## config.mk

```make
export PLATFORM = sky130hd
export DESIGN_NAME = byte_mem_arbiter
export DESIGN_NICKNAME = d
export VERILOG_FILES = /design/src/rtl/byte_arb_pkg.sv /design/src/rtl/byte_arb_grant.sv /design/src/rtl/byte_arb_seq.sv /design/src/rtl/byte_arb_assemble.sv /design/src/rtl/byte_mem_arbiter.sv
export SDC_FILE = /design/constraint.sdc
export NUM_CORES = 1
export LEC_CHECK = 0
export ABC_AREA = 1
export BUFFER_PORTS_ARGS = -buffer_cell sky130_fd_sc_hd__buf_4
export CAP_MARGIN = 20
export CORE_UTILIZATION = 40
export DETAILED_ROUTE_END_ITERATION = 10
export HOLD_SLACK_MARGIN = 0.02
export PLACE_DENSITY = 0.68
export SLEW_MARGIN = 25
export SYNTH_ARGS = -nofsm -noshare
export SYNTH_HDL_FRONTEND = slang
export SYNTH_HIERARCHICAL = 1
export SYNTH_SLANG_ARGS = --single-unit
```

## constraint.sdc

```tcl
create_clock -name clk -period 2.75 [get_ports clk]
set_input_delay 0.275 -clock clk [delete_from_list [all_inputs] [get_ports clk]]
set_output_delay 0.275 -clock clk [all_outputs]
set_load 0.01 [all_outputs]
```

## src/rtl/byte_arb_pkg.sv

```systemverilog
package byte_arb_pkg;
  typedef enum logic {
    OWN_FETCH = 1'b0,
    OWN_DATA  = 1'b1
  } owner_e;
endpackage

```

## src/rtl/byte_arb_grant.sv

```systemverilog
module byte_arb_grant
  import byte_arb_pkg::*;
(
  input  logic   idle,
  input  logic   fetch_req,
  input  logic   data_req,
  output logic   grant,
  output owner_e grant_owner
);
  // data stage has strict priority over fetch
  always_comb begin
    grant       = idle && (data_req || fetch_req);
    grant_owner = data_req ? OWN_DATA : OWN_FETCH;
  end
endmodule

```

## src/rtl/byte_arb_seq.sv

```systemverilog
module byte_arb_seq
  import byte_arb_pkg::*;
#(
  parameter int ADDR_W     = 32,
  parameter int BYTE_W     = 8,
  parameter int WORD_BYTES = 4,
  localparam int WORD_W    = BYTE_W * WORD_BYTES,
  localparam int CNT_W     = $clog2(WORD_BYTES + 2)
) (
  input  logic              clk,
  input  logic              rst,
  input  logic              start,
  input  owner_e            start_owner,
  input  logic [ADDR_W-1:0] start_addr,
  input  logic              start_we,
  input  logic [CNT_W-1:0]  start_len,
  input  logic [WORD_W-1:0] start_wdata,
  output logic              busy,
  output owner_e            owner,
  output logic              is_write,
  output logic [CNT_W-1:0]  cnt,
  output logic              done,
  output logic [ADDR_W-1:0] mem_addr,
  output logic              mem_we,
  output logic [BYTE_W-1:0] mem_wdata
);
  localparam logic [CNT_W-1:0] ONE = CNT_W'(1);

  logic [ADDR_W-1:0] base_q;
  logic [CNT_W-1:0]  len_q;
  logic [WORD_W-1:0] wdata_q;
  logic [CNT_W-1:0]  next_idx;
  logic [WORD_W-1:0] wshift;

  always_comb begin
    next_idx = cnt + ONE;
    wshift   = wdata_q >> (next_idx * BYTE_W);
  end

  always_ff @(posedge clk) begin
    if (rst) begin
      busy      <= 1'b0;
      owner     <= OWN_FETCH;
      is_write  <= 1'b0;
      cnt       <= '0;
      done      <= 1'b0;
      base_q    <= '0;
      len_q     <= '0;
      wdata_q   <= '0;
      mem_addr  <= '0;
      mem_we    <= 1'b0;
      mem_wdata <= '0;
    end else begin
      done <= 1'b0;
      if (start) begin
        busy      <= 1'b1;
        owner     <= start_owner;
        is_write  <= start_we;
        cnt       <= '0;
        base_q    <= start_addr;
        len_q     <= start_len;
        wdata_q   <= start_wdata;
        mem_addr  <= start_addr;
        mem_we    <= start_we;
        mem_wdata <= start_wdata[BYTE_W-1:0];
      end else if (busy) begin
        cnt <= next_idx;
        if (is_write) begin
          if (next_idx == len_q) begin
            busy   <= 1'b0;
            mem_we <= 1'b0;
            done   <= 1'b1;
          end else begin
            mem_addr  <= base_q + ADDR_W'(next_idx);
            mem_wdata <= wshift[BYTE_W-1:0];
          end
        end else begin
          if (cnt == len_q) begin
            busy <= 1'b0;
            done <= 1'b1;
          end else if (next_idx < len_q) begin
            mem_addr <= base_q + ADDR_W'(next_idx);
          end
        end
      end
    end
  end

  // counter never runs past the access length
  assert_cnt_bound_R2: assert property (@(posedge clk) disable iff (rst)
    busy |-> (cnt <= len_q));
  // a write never outlives its length
  assert_write_len_R6: assert property (@(posedge clk) disable iff (rst)
    mem_we |-> (busy && is_write && cnt < len_q));
endmodule

```

## src/rtl/byte_arb_assemble.sv

```systemverilog
module byte_arb_assemble #(
  parameter int BYTE_W     = 8,
  parameter int WORD_BYTES = 4,
  localparam int WORD_W    = BYTE_W * WORD_BYTES,
  localparam int CNT_W     = $clog2(WORD_BYTES + 2)
) (
  input  logic              clk,
  input  logic              rst,
  input  logic              start,
  input  logic              busy,
  input  logic              is_write,
  input  logic [CNT_W-1:0]  cnt,
  input  logic [BYTE_W-1:0] mem_rdata,
  output logic [WORD_W-1:0] word
);
  logic [CNT_W-1:0] lane;
  assign lane = cnt - CNT_W'(1);

  // byte from cycle c lands in lane c-1 (one cycle memory latency)
  always_ff @(posedge clk) begin
    if (rst || start) begin
      word <= '0;
    end else if (busy && !is_write && cnt != '0) begin
      for (int i = 0; i < WORD_BYTES; i++) begin
        if (lane == CNT_W'(i)) word[i*BYTE_W +: BYTE_W] <= mem_rdata;
      end
    end
  end
endmodule

```

## src/rtl/byte_mem_arbiter.sv

```systemverilog
module byte_mem_arbiter
  import byte_arb_pkg::*;
#(
  parameter int ADDR_W     = 32,
  parameter int WORD_BYTES = 4,
  localparam int BYTE_W    = 8,
  localparam int WORD_W    = BYTE_W * WORD_BYTES,
  localparam int SZ_W      = $clog2(WORD_BYTES) + 1,
  localparam int CNT_W     = $clog2(WORD_BYTES + 2)
) (
  input  logic              clk,
  input  logic              rst,
  input  logic              fetch_req,
  input  logic [ADDR_W-1:0] fetch_addr,
  output logic              fetch_stall,
  output logic              fetch_done,
  output logic [WORD_W-1:0] fetch_word,
  input  logic              data_req,
  input  logic              data_we,
  input  logic [SZ_W-1:0]   data_size,
  input  logic [ADDR_W-1:0] data_addr,
  input  logic [WORD_W-1:0] data_wdata,
  output logic              data_stall,
  output logic              data_done,
  output logic [WORD_W-1:0] data_rdata,
  output logic [ADDR_W-1:0] mem_addr,
  output logic              mem_we,
  output logic [BYTE_W-1:0] mem_wdata,
  input  logic [BYTE_W-1:0] mem_rdata
);
  logic             busy, done, is_write, idle, grant;
  owner_e           owner, grant_owner;
  logic [CNT_W-1:0] cnt, start_len, data_len;
  logic [WORD_W-1:0] word;
  logic [ADDR_W-1:0] start_addr;
  logic              start_we;

  assign idle = !busy && !done;

  always_comb begin
    if (data_size == '0 || data_size > SZ_W'(WORD_BYTES)) data_len = CNT_W'(WORD_BYTES);
    else data_len = CNT_W'(data_size);
    start_len  = (grant_owner == OWN_DATA) ? data_len : CNT_W'(WORD_BYTES);
    start_addr = (grant_owner == OWN_DATA) ? data_addr : fetch_addr;
    start_we   = (grant_owner == OWN_DATA) && data_we;
  end

  byte_arb_grant u_grant (
    .idle(idle), .fetch_req(fetch_req), .data_req(data_req),
    .grant(grant), .grant_owner(grant_owner)
  );

  byte_arb_seq #(.ADDR_W(ADDR_W), .BYTE_W(BYTE_W), .WORD_BYTES(WORD_BYTES)) u_seq (
    .clk(clk), .rst(rst), .start(grant), .start_owner(grant_owner),
    .start_addr(start_addr), .start_we(start_we), .start_len(start_len),
    .start_wdata(data_wdata), .busy(busy), .owner(owner), .is_write(is_write),
    .cnt(cnt), .done(done), .mem_addr(mem_addr), .mem_we(mem_we),
    .mem_wdata(mem_wdata)
  );

  byte_arb_assemble #(.BYTE_W(BYTE_W), .WORD_BYTES(WORD_BYTES)) u_asm (
    .clk(clk), .rst(rst), .start(grant), .busy(busy), .is_write(is_write),
    .cnt(cnt), .mem_rdata(mem_rdata), .word(word)
  );

  assign fetch_stall = busy && owner == OWN_FETCH;
  assign data_stall  = busy && owner == OWN_DATA;
  assign fetch_done  = done && owner == OWN_FETCH;
  assign data_done   = done && owner == OWN_DATA;
  assign fetch_word  = word;
  assign data_rdata  = word;

  assert_stall_excl_R4: assert property (@(posedge clk) disable iff (rst)
    !(fetch_stall && data_stall));
  assert_fetch_no_write_R5: assert property (@(posedge clk) disable iff (rst)
    fetch_stall |-> !mem_we);
  assert_data_first_R3: assert property (@(posedge clk) disable iff (rst)
    (idle && data_req && fetch_req) |=> (data_stall && !fetch_stall));
  assert_no_preempt_R8: assert property (@(posedge clk) disable iff (rst)
    fetch_stall |=> (fetch_stall || fetch_done));
  assert_done_pulse_R9: assert property (@(posedge clk) disable iff (rst)
    (fetch_done || data_done) |=> !(fetch_done || data_done));
  assert_word_hold_R9: assert property (@(posedge clk) disable iff (rst)
    (fetch_done || data_done) |=> $stable(word));
endmodule

```

==> results by group <==
Synth
  • Synthesized area per cell: 6.78 µm²
  • Number of distinct library cells after synthesis: 41
  • Mapped Area: 0.00767 mm²
  • Yosys top cell area share: 38.3%
  • Post-synthesis instance total: 1132
  • Synth top area cells: dfxtp_1, nand2_1, nor2_1, inv_1, o21ai_0
  • Syn Nets: 1254
  • Synth Warn #: 6
  • Sequential area share after synthesis: 38.3%
  • Post-synth top area cell: dfxtp_1
  • Number of synthesized register bits: 147

Clock tree
  • Hold Buf Count CTS: 0
  • Worst-Skew Late Latency: 0.42 ns
  • Cts bufs inserted: 17
  • Maximum buffer depth of the clock tree: 2
  • Sink Count: 147
  • CTS Root Cell: clkbuf_16
  • Clock transition at path regs: 0.06 ns
  • Post-cts resize count: 0
  • Htree depth: 4
  • Setup bufs post-CTS: 0
  • TritonCTS clock tree: done

Timing
  • RSZ-0062 raised after global routing: false
  • Worst-Margin Slew: 0.609 ns
  • TNS Setup: 0 ns
  • Hold Violations, Final: 0
  • FMAX: 426 MHz
  • Final Max Slew Viols: 0
  • Post-layout minimum cycle time: 2.35 ns
  • Final clock skew: 0.0102 ns
  • Final Cycle Share: 85.4%
  • Final Worst Setup Slack: 0.400 ns
  • Relative slew slack: 59.1%
  • Final setup violating endpoints: 0

Setup path
  • Arrival @ worst endpoint: 2.66 ns
  • CP Launch Type: register
  • Crit. End Element: register
  • CP Max Fanout: 5
  • Top cell by count, worst path: nand2_1
  • CP cell instances: ha_1, clkinv_1, fa_1, inv_1, nand3_1, nand2_1, nand3_2, nor2_2, nand2_1, o21ai_1, nand2_1, nor2_1, nor2_1
  • Cell family with most CP delay: simple AND/OR/NAND/NOR gates
  • Crit path required time: 3.06 ns
  • Slowest cell on crit path: fa_1
  • CP Buf/Inv Count: 2
  • Highest cell delay on the worst timing path: 0.41 ns
  • Critical path class: reg2reg

Cells and area
  • Final Util: 52.1%
  • ANT cells: 0
  • Share of layout cells above drive strength 1: 23.9%
  • Fin area: 0.00979 mm²
  • Commonest non-fill, non-tap cell in the layout: nand2_1
  • Final Net Count: 1424
  • Most frequent cells in the layout: nand2_1, buf_4, nor2_1
  • Synth-to-Final Area Change: 27.5%
  • # fillers: 1910

Global routing
  • GR peak layer: met2
  • Pin count of the biggest net entering global routing: 66
  • Vias in the first global route: 7143
  • First-pass GRT wire length: 35.8 mm
  • Met3 GRT Util: 3.38%
  • Met1 usage: 28.1%
  • Initial antenna violation count: 0
  • Met2 usage: 40.7%
  • Gr usage total: 23.0%
  • Total gr overflow: 0

Place
  • Dpl ws: 0.413 ns
  • Placement Cell Area: 0.00921 mm²
  • Final RePlAce weighted congestion: 0.960
  • Post-DP HPWL: 16.2 mm
  • Port bufs: 220

Pwr
  • Max rail drop VDD: 0.422 mV
  • Pleak: 4.60 nW
  • PD cells: 671 mW/mm²
  • Total Power: 6.56 mW

Route
  • Drt drc: 0
  • Pre-antenna DRT Iters: 5
  • DRT Wirelength: 22.4 mm
  • Routed WL per cell: 14.4 µm
  • Antenna-violating nets left: 0
  • Vias per inst: 4.96
  • First-iteration detailed-routing DRC count: 508
  • Detailed-route via count: 7681

Floorplan
  • Core region area: 0.0188 mm²
  • Rows: 50
  • Initial Utilization: 40.9%
  • Die span in y: 141 µm
  • # IOs: 221
  • Die width: 141 µm
  • Die area: 0.0197 mm²

Status
  • Status: finished clean

Min path
  • Class of the worst hold path: in2reg

Flow run
  • Max_cap viols: 0
## final timing paths
kind,start,endpoint,slack [ns],cells past startpoint
setup reg to reg,u_seq/cnt[0],u_seq/mem_addr[14],0.40,13
hold / removal,data_wdata[14],u_seq/wdata_q[14],0.08,3
hold reg to reg,u_seq/wdata_q[18],u_seq/wdata_q[18],0.46,2
setup / recovery,u_seq/cnt[0],u_seq/mem_addr[14],0.40,13
## cell type report
| class | count | area, µm² | share of cell area [%] |
|---|---|---|---|
| Tap cell | 234 | 293 | 2.99 |
| Multi-Input combinational cell | 801 | 3790 | 38.8 |
| Inverter | 98 | 370 | 3.78 |
| Sequential cell | 147 | 2940 | 30.1 |
| Clock buffer | 18 | 429 | 4.39 |
| Clock inverter | 14 | 151 | 1.55 |
| Timing Repair Buffer | 237 | 1800 | 18.4 |
## worst min-delay path: stages
cell,delay [ns]
buf_4,0.08
nor2_1,0.03
nor2_1,0.08
## Yosys cell counts, drive strengths merged
library cell    n
a211oi          1
a21boi          1
a21oi          58
a31oi           9
a41oi           1
buf            68
clkbuf         18
clkinv          1
dfxtp         147
fa              1
ha              9
inv            97
mux2i          11
nand2         310
nand3          56
nand3b          2
nand4          14
nor2          210
nor3            9
o21ai          93
o22ai          11
o32ai           1
or2             3
xnor2           1
## metrics by stage
| stage | hold slack (ns) | instances |
|---|---|---|
| 3_3_place_gp | 0.445 | 1517 |
| 6_report | 0.0756 | 1549 |
| 3_5_place_dp | 0.456 | 1517 |
| 5_1_grt | 0.0633 | 1549 |
| 2_1_floorplan | 0.410 | 1132 |
| 4_1_cts | 0.0614 | 1549 |
## sequential cells by signal (all words and copies together), names as in the netlist
register and count:
u_asm/word 32, u_seq/mem_wdata 8, u_seq/base_q 32, u_seq/mem_we 1, u_seq/busy 1, u_seq/is_write 1
u_seq/cnt 3, u_seq/wdata_q 32, u_seq/mem_addr 32, u_seq/done 1, u_seq/len_q 3, u_seq/owner 1
## metal layers
metal	share of wire (%)	vias to the layer above
li1	-	3921
met1	43	3507
met2	50	224
met3	4.7	29
met4	2.1	0
met5	0	-
## report_power, final
part           switching (mW)  internal, mW
registers               0.178          2.39
logic                    1.01         0.679
clock network           0.959          1.35
total                    2.14          4.42
## cells by family after synthesis
group | after synthesis | share of synthesized area, %
xor gates and xnor gates | 1 | 0.114
and+or+nand+nor | 604 | 34.1
buffers and inverters | 184 | 12.3
DFF | 147 | 38.3
muxes | 11 | 1.43
AOI/OAI and AO/OA | 175 | 12.0
adders and majority gates | 10 | 1.73
(Power assumes the default switching activity.)
